### src/rtl/bgc_pkg.sv
package bgc_pkg;
  typedef enum logic [1:0] {
    LEG_OFF = 2'd0,
    LEG_HI  = 2'd1,
    LEG_LO  = 2'd2
  } leg_state_e;
endpackage

### src/rtl/bgc_gate_enable.sv
module bgc_gate_enable (
  input  logic tri_en_n,
  input  logic pwr_up_n,
  input  logic fault,
  output logic drive_ok
);
  // Any one of the three controls is enough to keep every switch off.
  always_comb drive_ok = tri_en_n & pwr_up_n & ~fault;
endmodule

### src/rtl/bgc_leg.sv
module bgc_leg #(
  parameter int DEAD_CYC   = 3,
  parameter int MIN_ON_CYC = 6,
  parameter int CNT_W      = 3
) (
  input  logic clk,
  input  logic rst_n,
  input  logic drive_ok,
  input  logic req,
  output logic hi_en,
  output logic lo_en
);
  import bgc_pkg::*;

  localparam logic [CNT_W-1:0] DEAD_LIM = CNT_W'(DEAD_CYC - 1);
  localparam logic [CNT_W-1:0] MIN_LIM  = CNT_W'(MIN_ON_CYC - 1);

  leg_state_e st_q, st_d, want;
  logic [CNT_W-1:0] cnt_q, cnt_d;

  always_comb begin
    if (!drive_ok)
      want = LEG_OFF;
    else if (req)
      want = LEG_HI;
    else
      want = LEG_LO;
  end

  // One counter per leg: it counts off time in LEG_OFF and on time otherwise.
  always_comb begin
    st_d  = st_q;
    cnt_d = cnt_q;
    if (st_q == LEG_OFF) begin
      if (want != LEG_OFF && cnt_q >= DEAD_LIM) begin
        st_d  = want;
        cnt_d = '0;
      end else if (cnt_q < DEAD_LIM) begin
        cnt_d = cnt_q + 1'b1;
      end
    end else begin
      if (!drive_ok) begin
        st_d  = LEG_OFF;
        cnt_d = '0;
      end else if (want != st_q && cnt_q >= MIN_LIM) begin
        st_d  = LEG_OFF;
        cnt_d = '0;
      end else if (cnt_q < MIN_LIM) begin
        cnt_d = cnt_q + 1'b1;
      end
    end
  end

  always_ff @(posedge clk or negedge rst_n) begin
    if (!rst_n) begin
      st_q  <= LEG_OFF;
      cnt_q <= '0;
    end else begin
      st_q  <= st_d;
      cnt_q <= cnt_d;
    end
  end

  assign hi_en = (st_q == LEG_HI);
  assign lo_en = (st_q == LEG_LO);
endmodule

### src/rtl/bridge_gate_ctrl.sv
module bridge_gate_ctrl #(
  parameter int DEAD_CYC   = 3,
  parameter int MIN_ON_CYC = 6
) (
  input  logic clk,
  input  logic rst_n,
  input  logic req_a,
  input  logic req_b,
  input  logic tri_en_n,
  input  logic pwr_up_n,
  input  logic fault,
  output logic hi_a,
  output logic lo_a,
  output logic hi_b,
  output logic lo_b
);
  localparam int NUM_LEGS = 2;
  localparam int CNT_MAX  = (DEAD_CYC > MIN_ON_CYC) ? DEAD_CYC : MIN_ON_CYC;
  localparam int CNT_W    = $clog2(CNT_MAX + 1);

  logic                drive_ok;
  logic [NUM_LEGS-1:0] req_v, hi_v, lo_v;

  assign req_v = {req_b, req_a};

  bgc_gate_enable u_en (
    .tri_en_n (tri_en_n),
    .pwr_up_n (pwr_up_n),
    .fault    (fault),
    .drive_ok (drive_ok)
  );

  for (genvar g = 0; g < NUM_LEGS; g++) begin : g_leg
    bgc_leg #(
      .DEAD_CYC   (DEAD_CYC),
      .MIN_ON_CYC (MIN_ON_CYC),
      .CNT_W      (CNT_W)
    ) u_leg (
      .clk      (clk),
      .rst_n    (rst_n),
      .drive_ok (drive_ok),
      .req      (req_v[g]),
      .hi_en    (hi_v[g]),
      .lo_en    (lo_v[g])
    );
  end

  assign hi_a = hi_v[0];
  assign lo_a = lo_v[0];
  assign hi_b = hi_v[1];
  assign lo_b = lo_v[1];
endmodule

### config.mk
export PLATFORM = sky130hd
export DESIGN_NAME = bridge_gate_ctrl
export DESIGN_NICKNAME = d
export VERILOG_FILES = /design/src/rtl/bgc_pkg.sv /design/src/rtl/bgc_gate_enable.sv /design/src/rtl/bgc_leg.sv /design/src/rtl/bridge_gate_ctrl.sv
export SDC_FILE = /design/constraint.sdc
export NUM_CORES = 1
export LEC_CHECK = 0
export ABC_AREA = 1
export BUFFER_PORTS_ARGS = -buffer_cell sky130_fd_sc_hd__clkbuf_2
export CAP_MARGIN = 20
export CORE_UTILIZATION = 50
export DETAILED_ROUTE_END_ITERATION = 10
export PLACE_DENSITY_LB_ADDON = 0.25
export REMOVE_ABC_BUFFERS = 1
export SLEW_MARGIN = 25
export SYNTH_ARGS = -nofsm -noshare
export SYNTH_HDL_FRONTEND = slang
export SYNTH_HIERARCHICAL = 1
export SYNTH_SLANG_ARGS = --single-unit
### constraint.sdc
create_clock -name clk -period 1.1 [get_ports clk]
set_input_delay 0.22 -clock clk [delete_from_list [all_inputs] [get_ports clk]]
set_output_delay 0.22 -clock clk [all_outputs]
set_load 0.02 [all_outputs]
---- Word-level counts from Yosys, hierarchy flattened ----
Cells that the tools add are included.
operators by class
  $add $sub $neg .......................... 2
  magnitude comparators ................... 8
  eq/ne operators ......................... 14
  mux-type cells .......................... 24
  bitwise operators ....................... 3
  reduce and logical (&&, ||, !) cells .... 12
operators by type and width
  cell                                                         count
  2-to-1 mux 3 bit                                             12
  2-to-1 mux 2 bit                                             12
  != test 3 bit (second input constant)                        3
  AND reduction 2 bit                                          4
  adder 3 x 1 -> 3 bit (second input constant)                 2
  >= comparator 3 x 2 -> 1 bit (second input constant)         2
  >= comparator 3 bit (second input constant)                  2
  less-than comparator 3 x 2 -> 1 bit (second input constant)  2
  less-than comparator 3 bit (second input constant)           2
  equality test 2 x 1 -> 1 bit (second input constant)         2
  equality test 2 bit (second input constant)                  2
  logical AND 1 bit                                            4
  logical NOT 2 bit                                            2
  != test 2 bit                                                2
  != test 2 bit (second input constant)                        2
  != test 4 x 1 -> 1 bit (second input constant)               1
  != test 4 bit (second input constant)                        1
  nonzero test 2 bit                                           2
  != test 3 x 1 -> 1 bit (second input constant)               1
  AND 1 bit                                                    2
  NOT 1 bit                                                    1
storage, ports and cells
  bits in registers ....................... 10
  output and inout port bits .............. 4
  word-level logic and storage cells ...... 67

---- Logic depth before layout (Yosys ltp) ----
  depth after elaboration ................. 8
  mapped depth ............................ 12
  depth with buffers taken out ............ 11

---- By module ----
Netlist, hierarchy kept.
modules (own cells, without submodules)
  module                    times used  cells each  area an instance (µm²)
  bgc_leg (g_leg[1].u_leg)  1           57          416.6
  bgc_leg (g_leg[0].u_leg)  1           63          407.9
  bgc_gate_enable           1           2           10.0

---- Worst setup path before layout ----
OpenSTA, ideal clock, no wires.
  path kind ............................... register to register
  from .................................... reg g_leg[1].u_leg.cnt_q[1]
  to ...................................... reg g_leg[1].u_leg.cnt_q[2]
  library setup time ...................... 118 ps
  arrival ................................. 1069 ps
  setup slack ............................. -87 ps
  stages on the path, launching flop included .. 10
  buffers on the path ..................... 0
  clock period less this slack ............ 1187 ps
  cell sequence ........................... dfrtp_1 > inv_1 > ha_1 > nor2_1 > nor2_1 > nand2_2 > nand3_2 > nand2_4 > nand2_1 > o21ai_2
on the way
  word-level cells in the longest chain between the ends .. 5
  elaborated cells between the ends (all ways) .. 16
  those cells by class .................... add/sub (1); order compare (4); eq/ne (2); mux (6); reduce/logical (3)
RTL lines
  what                                                         line                                         text
  start: declaration                                           bgc_leg.sv:19                                logic [CNT_W-1:0] cnt_q, cnt_d;
  start signal: assignment                                     bgc_leg.sv:60                                cnt_q <= cnt_d;
  adder 3 x 1 -> 3 bit or >= comparator 3 bit (tied branches)  bgc_leg.sv:39, bgc_leg.sv:49, bgc_leg.sv:45
  2-to-1 mux 3 bit or logical AND 1 bit (tied branches)        bgc_leg.sv:48, bgc_leg.sv:45
  2-to-1 mux 3 bit                                             bgc_leg.sv:45                                end else if (want != st_q && cnt_q >= MIN_LIM) begin
  2-to-1 mux 3 bit                                             bgc_leg.sv:42                                if (!drive_ok) begin
  2-to-1 mux 3 bit                                             bgc_leg.sv:34                                if (st_q == LEG_OFF) begin
Parallel ways exist; a longest one is shown, timed or not. The select of a mux whose other input is x is not followed.
A chain may end at the register's enable or synchronous reset.

---- Final worst setup path ----
  from .................................... reg g_leg[0].u_leg.cnt_q[1]
  to ...................................... reg g_leg[0].u_leg.st_q[0]
on the way
  word-level cells in the longest chain between the ends .. 4
  elaborated cells between the ends (all ways) .. 7
  those cells by class .................... order compare (2); eq/ne (2); reduce/logical (3)
RTL lines
  what                                                                 line                          text
  start: declaration                                                   bgc_leg.sv:19
  start signal: assignment                                             bgc_leg.sv:60
  >= comparator 3 bit or >= comparator 3 x 2 -> 1 bit (tied branches)  bgc_leg.sv:45, bgc_leg.sv:35
  logical AND 1 bit, on equally long branches                          bgc_leg.sv:45, bgc_leg.sv:35
  != test 3 bit (no source line) or != test 2 bit (tied branches)      --
  AND reduction 2 bit (no source line) (*)                             --
  end signal: assignment                                               bgc_leg.sv:59                 st_q <= st_d;
  end: declaration                                                     bgc_leg.sv:18                 leg_state_e st_q, st_d, want;
Mark *: on every way between the ends. The rest lies on a longest branch, timed or not.

==> reports/metrics.yaml <==
placement:
  dp.cells: 163
  gp_congestion: 0.824
  dp_hpwl_mm: 1.38
  place_area_sq_mm: 0.00101
  port_buffers: 10
sta:
  fin_ws_ps: -225
  hold_viol_final: 0
  rsz0062_at_grt: "true"
  max_clock_freq_mhz: 755
  relSlewSlack: 0.824
  setup-violations-final: 14
  post-route-min-period_ps: 1320
  final.period_utilization: 1.20
  worst_slew_pin_slew_ps: 263
  finalClockSkew_ps: 12.3
  maxSlewViolCount: 0
routing:
  wl_per_cell_um: 14.7
  drt_iter0_drc: 31
  avgViaCountPerCell: 5.54
  first_pass_iters: 4
  routed-via-count: 969
  drt_drc_violations_left: 0
  wl_mm: 2.57
  ant_nets: 0
cts:
  cts_buffers: 3
  clk_latency_ps: 260
  cts_tree: "done"
  h-tree-depth: 1
  clockBufferDepth: 2
  path_clk_slew_ps: 60
  cts-root-buf: "clkbuf_4"
  cts_sinks: 10
yosys:
  ys_warn_count: 6
  synth_most_common_cell: "nand2_1"
  yosysSeqAreaShare: 0.300
  yosysTopAreaCellShare: 0.300
  synthArstFlopShare: 1.00
  avgSynthCellArea_sq_um: 6.84
  synthTopCellsByArea: "dfrtp_1 30%, nand2_1 15%, nand3_1 8.4%"
  synth_edf_count: 0
  synth_common_cells: "34 x nand2_1, 16 x inv_1, 14 x nand3_1, 10 x dfrtp_1, 10 x nor2_1"
  synth_ff_type: "dfrtp_1"
  ys_ff_latch: 10
  syn-instance-count: 122
  synth_top_area_cell: "dfrtp_1"
  yosysUniqueCellTypes: 17
  synth_area_sq_um: 835
critical_path:
  cp.required_ps: 1280
  worstSetupStartpointType: "register"
  cp_data_arrival_time_ps: 1500
  end_kind: "register"
  path_max_fanout: 7
  crit_type: "register to register"
pwr:
  pwr-share-seq: 0.245
  comb_power_share: 0.665
  p_sw_frac: 0.468
  static-leakage-power_uw: 0.000647
  p_sw_uw: 1230
  irDropWorstVdd_v: 0.00159
  clkPwrFrac: 0.090
  intPower_uw: 1400
  power.density_mw_per_mm2: 2020
grt:
  use_met3: 0.0638
  grt_max_degree: 11
  grt.busiest_layer: "met2"
  met1_usage: 0.292
  grt_pass1_vias: 828
  grt_usage: 0.236
  antenna_found_initial: 0
  grt_first_pass_wirelength_mm: 3.31
  met2_usage: 0.412
  overflow: 0
cells_and_area:
  fill_cells: 79
  design_area_sq_mm: 0.00130
  fin_nets: 173
  diodes: 0
  syn_to_final_growth_pct: 56.2
  fin_cells: 175
  drive_gt1_frac: 0.635
run:
  maxCapViolations: 0
floorplanning:
  die_h_um: 42.9
  die_width_um: 42.9
  fp.coreArea_sq_mm: 0.00152
  dieArea_sq_mm: 0.00184
  start_util: 0.548
  pin_count: 11
  std_cell_rows: 14
hold_path:
  hp-class: "primary input to register"
status:
  violations: "setup timing"
  outcome: "finished, violations left"
-- cells by family after synthesis --
family,Yosys count,synth area share
simple gates,73,0.411
xor+xnor,2,0.0210
flops,10,0.300
buf+inv,20,0.108
fa+ha+maj,5,0.0750
compound gates,12,0.0854
-- flip-flops by register name, indices dropped and copies added, names as in the netlist --
| name | cells |
|---|---|
| g_leg.u_leg/st_q | 4 |
| g_leg.u_leg/cnt_q | 6 |
-- timing repair --
item / 4_1_cts / 5_1_grt
hold buffers: 1 / 0
buffers inserted: 6 / 2
gates resized for setup: 13 / 59
pin swaps: 6 / 24
setup endpoints to repair: 14 / 14
hold endpoints to repair: 10 / 0
-- final timing paths --
kind	slack, ps	startpoint	depth (start not counted)	end
min reg2reg	570	g_leg[1].u_leg/cnt_q[2]$_DFFE_PN0P_	2	g_leg[1].u_leg/cnt_q[2]$_DFFE_PN0P_
max	-220	g_leg[0].u_leg/cnt_q[1]$_DFFE_PN0P_	9	g_leg[0].u_leg/st_q[0]$_DFFE_PN0P_
min in group asynchronous	350	rst_n	2	g_leg[0].u_leg/st_q[1]$_DFFE_PN0P_
max reg2reg	-220	g_leg[0].u_leg/cnt_q[1]$_DFFE_PN0P_	9	g_leg[0].u_leg/st_q[0]$_DFFE_PN0P_
max in group asynchronous	520	rst_n	2	g_leg[0].u_leg/st_q[0]$_DFFE_PN0P_
min	290	req_b	3	g_leg[1].u_leg/st_q[0]$_DFFE_PN0P_
-- routing by layer --
| layer | routed length (um) | share of wire |
|---|---|---|
| met4 | 57 | 0.022 |
| met5 | 0 | 0 |
| met2 | 1290 | 0.50 |
| met3 | 122 | 0.048 |
| met1 | 1100 | 0.43 |
-- worst max-delay path, cell delays in order, from the launching register on --
cell and delay [ps]:
dfrtp_1 420, inv_2 60, ha_1 170, nand2_1 100
o21ai_2 80, nand2_2 60, nand2_2 60, nand2_4 130
nand2_1 80, o21ai_1 100
-- cell usage in the layout (no fill, tap or decap), drive strengths merged --
cell | netlist | routed
inv | 18 | 18
a21oi | 1 | 1
nand2 | 44 | 44
clkbuf | 0 | 9
buf | 2 | 29
xor2 | 2 | 2
nand3 | 15 | 15
o21ai | 11 | 11
ha | 5 | 5
dlygate4sd3 | 0 | 1
nor2 | 14 | 14
dfrtp | 10 | 10
-- metrics by stage --
step,setup TNS [ps],hold slack [ps],power [uW],worst slack (ps),util
floorplan,-1960,-75.6,1480,-205,-
global placement,-1570,89.5,1860,-179,0.663
detailed placement,-2050,93.0,1930,-236,0.663
finish,-2520,291,2630,-225,0.856
global route,-3320,288,2840,-325,0.856
CTS,-2170,250,2280,-225,0.736
-- power by group through the flow --
stage	logic (uW)	registers (uW)	clock network, uW
2_1_floorplan	865	612	0
3_3_place_gp	1250	613	0
3_5_place_dp	1320	608	0
4_1_cts	1430	613	238
5_1_grt	1930	657	255
6_report	1750	645	237
-- layout make-up --
class	count	area [sq um]	area share
well taps	16	20.0	0.0154
flip-flops and latches	10	254	0.195
multi-input cells	92	652	0.500
inverters	18	67.6	0.0518
repair buffers	36	288	0.221
clock buffers	3	22.5	0.0173
Power figures use the tool's default switching activity.
